--- config.mk ---
export PLATFORM = sky130hd
export DESIGN_NAME = tick_timer
export DESIGN_NICKNAME = d
export VERILOG_FILES = /design/src/rtl/tmr_pkg.sv /design/src/rtl/tmr_prescaler.sv /design/src/rtl/tmr_stopwatch.sv /design/src/rtl/tmr_interval.sv /design/src/rtl/tick_timer.sv
export SDC_FILE = /design/constraint.sdc
export NUM_CORES = 1
export LEC_CHECK = 0
export BUFFER_PORTS_ARGS = -buffer_cell sky130_fd_sc_hd__buf_2
export CAP_MARGIN = 10
export CORE_MARGIN = 5
export CORE_UTILIZATION = 50
export CTS_CLUSTER_DIAMETER = 30
export DETAILED_ROUTE_END_ITERATION = 10
export PLACE_DENSITY_LB_ADDON = 0.25
export SLEW_MARGIN = 10
export SYNTH_ARGS = -nofsm -noshare
export SYNTH_HDL_FRONTEND = slang
export SYNTH_SLANG_ARGS = --single-unit
--- constraint.sdc ---
create_clock -name clk -period 1.35 [get_ports clk]
set_input_delay 0.27 -clock clk [delete_from_list [all_inputs] [get_ports clk]]
set_output_delay 0.27 -clock clk [all_outputs]
set_load 0.05 [all_outputs]
--- src/rtl/tmr_pkg.sv ---
package tmr_pkg;
  localparam int unsigned BUS_W = 16;

  typedef enum logic {
    SEL_STOPWATCH = 1'b0,
    SEL_PERIOD    = 1'b1
  } reg_sel_e;
endpackage

--- src/rtl/tmr_prescaler.sv ---
module tmr_prescaler #(
  parameter int unsigned DIV = 1536
) (
  input  logic clk,
  input  logic rst_n,
  output logic tick_o
);
  localparam int unsigned CNT_W = (DIV > 2) ? $clog2(DIV) : 1;
  localparam logic [CNT_W-1:0] LAST = CNT_W'(DIV - 1);

  logic [CNT_W-1:0] phase_q, phase_d;

  always_comb begin
    tick_o  = (phase_q == LAST);
    phase_d = tick_o ? '0 : phase_q + 1'b1;
  end

  always_ff @(posedge clk or negedge rst_n) begin
    if (!rst_n) phase_q <= '0;
    else        phase_q <= phase_d;
  end

  AST_TICK_SINGLE: assert property (@(posedge clk) disable iff (!rst_n)
    tick_o |=> !tick_o);
  AST_TICK_PHASE: assert property (@(posedge clk) disable iff (!rst_n)
    tick_o |=> (phase_q == '0));
endmodule

--- src/rtl/tmr_stopwatch.sv ---
module tmr_stopwatch #(
  parameter int unsigned W = 12
) (
  input  logic         clk,
  input  logic         rst_n,
  input  logic         tick_i,
  input  logic         clr_i,
  output logic [W-1:0] count_o
);
  logic [W-1:0] count_q, count_d;
  logic         count_en;

  always_comb begin
    count_en = clr_i | tick_i;
    count_d  = clr_i ? '0 : count_q + 1'b1;
  end

  always_ff @(posedge clk or negedge rst_n) begin
    if (!rst_n)        count_q <= '0;
    else if (count_en) count_q <= count_d;
  end

  assign count_o = count_q;

  AST_SW_CLEAR: assert property (@(posedge clk) disable iff (!rst_n)
    clr_i |=> (count_q == '0));
  AST_SW_STEP: assert property (@(posedge clk) disable iff (!rst_n)
    (tick_i && !clr_i) |=> (count_q == W'($past(count_q) + 1'b1)));
  AST_SW_HOLD: assert property (@(posedge clk) disable iff (!rst_n)
    (!tick_i && !clr_i) |=> $stable(count_q));
endmodule

--- src/rtl/tmr_interval.sv ---
module tmr_interval #(
  parameter int unsigned W = 8
) (
  input  logic         clk,
  input  logic         rst_n,
  input  logic         tick_i,
  input  logic         wr_i,
  input  logic [W-1:0] wdata_i,
  input  logic         ack_i,
  output logic [W-1:0] period_o,
  output logic         pending_o
);
  logic [W-1:0] period_q, period_d;
  logic [W-1:0] cnt_q, cnt_d;
  logic         pend_q, pend_d;
  logic         zero_wr, expire, cnt_en;

  always_comb begin
    zero_wr  = wr_i && (wdata_i == '0);
    period_d = wdata_i;
    cnt_d    = cnt_q;
    expire   = 1'b0;
    if (zero_wr) begin
      cnt_d = '0;
    end else if (tick_i) begin
      if (cnt_q == '0) begin
        cnt_d = period_q;
      end else begin
        cnt_d  = cnt_q - 1'b1;
        expire = (cnt_q == W'(1));
      end
    end
    cnt_en = zero_wr | tick_i;
    if (expire)     pend_d = 1'b1;
    else if (ack_i) pend_d = 1'b0;
    else            pend_d = pend_q;
  end

  always_ff @(posedge clk or negedge rst_n) begin
    if (!rst_n) begin
      period_q <= '0;
      cnt_q    <= '0;
      pend_q   <= 1'b0;
    end else begin
      if (wr_i)   period_q <= period_d;
      if (cnt_en) cnt_q    <= cnt_d;
      pend_q <= pend_d;
    end
  end

  assign period_o  = period_q;
  assign pending_o = pend_q;

  AST_RELOAD: assert property (@(posedge clk) disable iff (!rst_n)
    (tick_i && cnt_q == '0 && !zero_wr) |=> (cnt_q == $past(period_q)));
  AST_EXPIRE_SETS: assert property (@(posedge clk) disable iff (!rst_n)
    (tick_i && cnt_q == W'(1) && !zero_wr) |=> pend_q);
  AST_ACK_CLEARS: assert property (@(posedge clk) disable iff (!rst_n)
    (ack_i && !(tick_i && cnt_q == W'(1) && !zero_wr)) |=> !pend_q);
  AST_ZERO_QUIET: assert property (@(posedge clk) disable iff (!rst_n)
    (period_q == '0 && cnt_q == '0 && !pend_q) |=> !pend_q);
endmodule

--- src/rtl/tick_timer.sv ---
module tick_timer
  import tmr_pkg::*;
#(
  parameter int unsigned TICK_DIV = 1536,
  parameter int unsigned SW_W     = 12,
  parameter int unsigned PER_W    = 8
) (
  input  logic             clk,
  input  logic             rst_n,
  input  logic             reg_addr,
  input  logic             reg_we,
  input  logic [BUS_W-1:0] reg_wdata,
  output logic [BUS_W-1:0] reg_rdata,
  input  logic             irq_en,
  input  logic             irq_ack,
  output logic             irq_req
);
  localparam int unsigned SW_PAD  = BUS_W - SW_W;
  localparam int unsigned PER_PAD = BUS_W - PER_W;

  logic [1:0]       rst_sync_q;
  logic             rst_int_n;
  logic             tick;
  logic             sw_clr, per_wr;
  logic [SW_W-1:0]  sw_count;
  logic [PER_W-1:0] period;
  logic             pending;
  logic             unused_wbits;
  reg_sel_e         sel;

  always_ff @(posedge clk or negedge rst_n) begin
    if (!rst_n) rst_sync_q <= 2'b00;
    else        rst_sync_q <= {rst_sync_q[0], 1'b1};
  end
  assign rst_int_n = rst_sync_q[1];

  always_comb begin
    sel          = reg_sel_e'(reg_addr);
    sw_clr       = reg_we && (sel == SEL_STOPWATCH);
    per_wr       = reg_we && (sel == SEL_PERIOD);
    unused_wbits = ^reg_wdata[BUS_W-1:PER_W];
    case (sel)
      SEL_STOPWATCH: reg_rdata = {{SW_PAD{1'b0}}, sw_count};
      default:       reg_rdata = {{PER_PAD{1'b0}}, period};
    endcase
    irq_req = pending && irq_en;
  end

  tmr_prescaler #(.DIV(TICK_DIV)) u_presc (
    .clk    (clk),
    .rst_n  (rst_int_n),
    .tick_o (tick)
  );

  tmr_stopwatch #(.W(SW_W)) u_sw (
    .clk     (clk),
    .rst_n   (rst_int_n),
    .tick_i  (tick),
    .clr_i   (sw_clr),
    .count_o (sw_count)
  );

  tmr_interval #(.W(PER_W)) u_itmr (
    .clk       (clk),
    .rst_n     (rst_int_n),
    .tick_i    (tick),
    .wr_i      (per_wr),
    .wdata_i   (reg_wdata[PER_W-1:0]),
    .ack_i     (irq_ack),
    .period_o  (period),
    .pending_o (pending)
  );

  AST_REQ_NEEDS_PEND: assert property (@(posedge clk) disable iff (!rst_int_n)
    (pending && irq_en && !irq_ack) |=> irq_req || !irq_en);
endmodule

==> flow_metrics.tcl, run 1 <==
set metrics [dict create \
    status "finished with violations" \
    failed_checks "setup timing" \
    vias 2295 \
    n_fill_cell 223 \
    worstPathArrival_ns 2.09 \
    cp_max_fo 8 \
    maxSlewViolCount 0 \
    worstSetupPathType "reg2reg" \
    finClkSkew_ns 0.0158 \
    viasPerCell 5.91 \
    grt-ovfl-total 0 \
    worstSetupEndpoint "u_sw.count_o[11]$_DFFE_PN0P_" \
    grt_pass1_vias 2253 \
    clockRootBuffer "clkbuf_8" \
    ant_nets 0 \
    startpoint_type "register" \
    yosys_warnings 0 \
    port_buffers 26 \
    power_leakage_uw 0.00172 \
    r2r_cells 6 \
    place.gp.congestion 0.861 \
    syn_area_um2 2230 \
    r2r-end "u_sw.count_o[11]$_DFFE_PN0P_" \
    htree_levels 2 \
    synth.avg_cell_area_um2 10.2 \
    postSynth.asyncResetShare_pct 100 \
    antenna_cells 0 \
    synth-edff-count 0 \
    post-route-min-period_ns 1.85 \
    power-per-cell-area_nw_per_um2 762 \
    fin_ws_ns -0.504 \
    die_y_um 76.8 \
    coreArea_um2 4350 \
    dp_hpwl_um 4150 \
    crit_required_ns 1.59 \
    yosys.area.top_type_share_pct 47.1 \
    drtIter0Drc 293 \
    numCtsBuffers 5 \
    pin_count 39 \
    layout_common_cells "68 x buf_4, 42 x dfrtp_1, 25 x buf_6, 14 x buf_2" \
    area.growth.synth_to_final_pct 65.8 \
    ys_top_cells_by_area "dfrtp_1 47%, mux2_2 8.1%, a21oi_1 3.6%" \
    hold_path.class "in2reg" \
    fin_util_pct 85.0 \
    reg2reg_setup_slack_ns -0.50 \
    crit_path_end_kind "register" \
    antenna_found_initial 0 \
    grt_pass1_wl_um 10600 \
    initial_utilization_pct 51.3 \
    synth_cells 219 \
    route.detailed.drc 0 \
    die_w_um 76.8 \
    post-route-period-util_pct 137 \
    maxCapViolations 0 \
    cts_tree "done" \
    grt_max_degree 23 \
    cts.sinks 42 \
    clock_path_buffers 2 \
    ir_drop_mv 0.561 \
    grtUsageTotal_pct 22.2 \
    die_area_um2 5900 \
    hold_violations 0 \
    crit_path_start "u_presc.phase_q[1]$_DFF_PN0_" \
    final_common_cell "buf_4" \
    fin_nets 363 \
    ys_seq_elements 42 \
    clk_latency_ns 0.31 \
    yosysUniqueCellTypes 43 \
    ys_seq_area_share_pct 47.1 \
    routed_wl_um 7450 \
    drive_gt1_share_pct 57.1 \
    fin_hold_ws_ns 0.168 \
    rsz0062_at_grt "yes" \
    firstDrtPassIters 4 \
    finalSetupViolCount 37 \
    path_clk_slew_ns 0.09 \
    synth_top_area_cell "dfrtp_1" \
    reg2reg_from "u_presc.phase_q[1]$_DFF_PN0_" \
    wl_per_cell_um 19.2 \
    fmax_mhz 539 \
    synthFlopType "dfrtp_1" \
    num_rows 24 \
]
how the worst min path moves through the flow:
stage	startpoint	slack [ns]	depth (start not counted)	endpoint
finish	irq_ack	0.17	2	u_itmr.pending_o$_DFFE_PN0P_
global route	irq_ack	0.16	2	u_itmr.pending_o$_DFFE_PN0P_
CTS	irq_ack	0.16	2	u_itmr.pending_o$_DFFE_PN0P_
detailed placement	rst_n	0.06	1	rst_sync_q[0]$_DFF_PN0_
global placement	rst_n	0.05	1	rst_sync_q[0]$_DFF_PN0_
floorplan	rst_n	-0.03	0	rst_sync_q[0]$_DFF_PN0_
cell usage after synthesis, drive strengths merged, types with 3 or more instances:
cell type and instances:
ha 5, nor2b 4, dfrtp 42, a21oi 16
nor4 4, mux2 16, clkbuf 6, or3 8
xor2 4, nor3 4, o21ai 6, or4 6
nand3 10, inv 8, xnor2 5, nand2 14
nand4 6, o31ai 6, buf 5, o221a 3
nor2 14
cell type report:
type	count	area [um^2]	area share (%)
Clock buffer	6	82.6	2.23
Clock inverter	1	30.0	0.812
Inverter	8	30.0	0.812
Timing Repair Buffer	118	1010	27.4
Multi-Input combinational cell	161	1430	38.6
Tap cell	52	65.1	1.76
Sequential cell	42	1050	28.4
routing by layer:
metal | GRT usage [%] | routed length, um | part of all wire, %
met1 | 27.6 | 2900 | 39
met2 | 38.2 | 3740 | 50
met3 | 3.75 | 528 | 7.1
met4 | 8.57 | 280 | 3.8
met5 | 0 | 0 | 0
flip-flops by register name (all words and copies together), names as in the netlist:
signal            cells
rst_sync_q            2
u_presc.phase_q      11
u_itmr.pending_o      1
u_itmr.cnt_q          8
u_itmr.period_o       8
u_sw.count_o         12
timing repair:
action	in CTS	in global routing
hold buffers	1	0
setup endpoints to repair	39	41
hold endpoints to repair	2	0
setup buffers	17	10
gates resized for setup	64	35
pin swaps	20	10
logic make-up after synthesis:
| logic type | after synthesis | share of synthesized area (%) |
|---|---|---|
| muxes | 18 | 8.97 |
| and+or+nand+nor | 81 | 20.8 |
| DFF | 42 | 47.1 |
| xor gates and xnor gates | 9 | 3.53 |
| AOI/OAI and AO/OA | 43 | 12.6 |
| buffers and inverters | 19 | 3.92 |
| adders and majority gates | 5 | 2.80 |
| other | 2 | 0.336 |
through the flow:
| stage | std cells | TNS [ns] | instance area, um^2 | power, uW | setup slack (ns) |
|---|---|---|---|---|---|
| floorplan | 222 | -6.50 | 2400 | 1610 | -0.458 |
| global placement | 356 | -7.77 | 3010 | 1730 | -0.487 |
| detailed placement | 356 | -8.79 | 3010 | 1740 | -0.550 |
| CTS | 381 | -9.94 | 3510 | 2800 | -0.514 |
| global route | 388 | -13.44 | 3700 | 2930 | -0.565 |
| finish | 388 | -11.75 | 3700 | 2820 | -0.504 |
critical path: stages (launching register included):
cell and delay [ns]:
dfrtp_1 0.40, ha_4 0.16, nand4_4 0.09, buf_6 0.14, or4_4 0.46, or4_1 0.41
a21oi_1 0.13
where the power goes:
| group | switching [uW] | internal (uW) | leakage [uW] |
|---|---|---|---|
| Clock | 440 | 592 | 0.0000573 |
| Combinational | 239 | 201 | 0.00112 |
| Sequential | 46.3 | 1300 | 0.000540 |
| Total | 726 | 2090 | 0.00172 |
(Power assumes the default switching activity.)
==> run 2: changes to the inputs <==
CELL_PAD_IN_SITES_DETAIL_PLACEMENT = 2   (was not set)
CELL_PAD_IN_SITES_GLOBAL_PLACEMENT = 2   (was not set)
CORE_UTILIZATION = 32   (was 50)
CTS_BUF_LIST = sky130_fd_sc_hd__clkbuf_16   (was not set)
==> flow_metrics.tcl, run 2 (same netlist as run 1, synthesis figures left out) <==
set metrics [dict create \
    die_w_um 93.5 \
    post-route-period-util_pct 145 \
    crit_cells 5 \
    rsz0062_at_grt "yes" \
    place_area_um2 3060 \
    path_clk_slew_ns 0.06 \
    r2r_cells 5 \
    cts_tree "done" \
    die_area_um2 8750 \
    fin_nets 355 \
    ant_nets 0 \
    grt_pass1_wl_um 15600 \
    worstPathCellList "ha_4 > nand4_4 > or3_4 > or4_1 > a21oi_2" \
    grt_max_degree 41 \
    finClkSkew_ns 0.00626 \
    hold_violations 0 \
    failed_checks "setup timing" \
    crit_path_end_kind "register" \
    hold_path.class "in2reg" \
    power-per-cell-area_nw_per_um2 811 \
    worst_pin_slew_ns 0.603 \
    firstDrtPassIters 4 \
    numCtsBuffers 5 \
    routed_wl_um 11400 \
    ir_drop_mv 0.707 \
    maxSlewViolCount 0 \
    maxCapViolations 0 \
    die_y_um 93.5 \
    multi_input_area_um2 1410 \
    grt-ovfl-total 0 \
    detailedPlace.worstSlack_ns -0.652 \
    slew_headroom_pct 59.4 \
    cp_num_buf_inv 0 \
    drtIter0Drc 101 \
    r2r-end "u_itmr.cnt_q[7]$_DFFE_PN0P_" \
    fin_ws_ns -0.613 \
    fmax_mhz 509 \
    worstSetupPathType "reg2reg" \
    fin_area_um2 3700 \
    crit_required_ns 1.56 \
    wl_per_cell_um 26.9 \
    reg2reg_from "u_presc.phase_q[1]$_DFF_PN0_" \
    slowest_stage "or4_1" \
    final_common_cell "buf_4" \
    htree_levels 2 \
    cp_max_fo 10 \
    clk_latency_ns 0.30 \
    coreArea_um2 6790 \
    initial_utilization_pct 32.9 \
    grt_pass1_vias 2691 \
    place.gp.congestion 0.795 \
    finalSetupViolCount 39 \
    clock_path_buffers 2 \
    port_buffers 26 \
    drive_gt1_share_pct 55.3 \
    worstSetupEndpoint "u_itmr.cnt_q[7]$_DFFE_PN0P_" \
    n_fill_cell 673 \
    largest_reg_flops 12 \
    post-route-min-period_ns 1.96 \
    route.detailed.drc 0 \
    worstPathArrival_ns 2.17 \
    num_rows 30 \
    crit_path_start "u_presc.phase_q[1]$_DFF_PN0_" \
    pin_count 39 \
    layout_common_cells "66 x buf_4, 39 x dfrtp_1, 20 x buf_6, 13 x buf_2, 12 x nand2_1" \
    status "finished with violations" \
    critPathTopFamily "simple AND/OR/NAND/NOR gates" \
    area.growth.synth_to_final_pct 65.6 \
    reg2reg_setup_slack_ns -0.61 \
    power_leakage_uw 0.00166 \
    dp_hpwl_um 5960 \
    clockRootBuffer "clkbuf_16" \
    antenna_found_initial 0 \
    startpoint_type "register" \
    critPathMaxStageDelay_ns 0.57 \
    vias 2327 \
    final-seq-area_um2 1050 \
    antenna_cells 0 \
    cts.sinks 42 \
    grtUsageTotal_pct 24.4 \
    viasPerCell 5.48 \
]
## run 2: changes by cell type in the layout (fill, tap and decap cells not counted), moves of 2 or more
cell	before	now
a21oi_1	7	4
dfrtp_2	0	3
or4_1	2	4
dfrtp_1	42	39
a21oi_4	0	2
clkbuf_8	6	0
clkinv_1	0	3
buf_4	68	66
nand2_1	10	12
buf_6	25	20
clkbuf_16	0	5
nor2_4	2	4
or4_4	4	2
## run 2: worst min path at each step
stage | startpoint | to | slack [ns] | cells past startpoint
after floorplan | rst_n | rst_sync_q[0]$_DFF_PN0_ | -0.03 | 0
after global placement | rst_n | rst_sync_q[0]$_DFF_PN0_ | 0.06 | 1
after detailed placement | rst_n | rst_sync_q[0]$_DFF_PN0_ | 0.06 | 1
after CTS | irq_ack | u_itmr.pending_o$_DFFE_PN0P_ | 0.18 | 2
after global routing | irq_ack | u_itmr.pending_o$_DFFE_PN0P_ | 0.23 | 2
final | reg_wdata[7] | u_itmr.period_o[7]$_DFFE_PN0P_ | 0.23 | 2
## run 2: repair_timing
item / 4_1_cts / 5_1_grt
buffers inserted: 11 / 9
resized for setup: 70 / 22
endpoints found under the hold margin: 2 / 0
hold buffers: 1 / 0
pin swaps: 11 / 6
endpoints found under the setup margin: 39 / 42
## run 2: power breakdown
part	switching, uW	internal [uW]	total [uW]
clock	521	667	1190
combinational	268	193	461
sequential	48.0	1300	1350
total	837	2160	3000
## run 2: stage by stage
stage | utilization (%) | power, uW | cells | setup TNS (ns) | hold WS (ns)
2_1_floorplan | - | 1610 | 222 | -6.50 | -0.0256
3_3_place_gp | 45.0 | 1730 | 396 | -8.79 | 0.0554
3_5_place_dp | 45.0 | 1740 | 396 | -10.73 | 0.0591
4_1_cts | 52.4 | 2950 | 416 | -12.10 | 0.178
5_1_grt | 54.4 | 3110 | 425 | -16.93 | 0.230
6_report | 54.4 | 3000 | 425 | -15.24 | 0.232
## run 2: cell type report
| cell class | count | share of cell area [%] |
|---|---|---|
| timing repair buffer | 110 | 25.7 |
| multi-input combinational | 161 | 38.1 |
| sequential | 42 | 28.5 |
| clock inverter | 3 | 0.305 |
| inverter | 8 | 0.812 |
| clock buffer | 5 | 3.39 |
| tap | 96 | 3.25 |
## run 2: layer usage
metal	GRT usage (%)	part of all wire [%]	vias to the layer above	wire, um
met4	13.6	5.9	0	673
met3	4.83	4.2	38	475
met1	26.4	37	1194	4180
met5	0	0	-	0
met2	44.2	53	90	6090
li1	-	-	1005	-
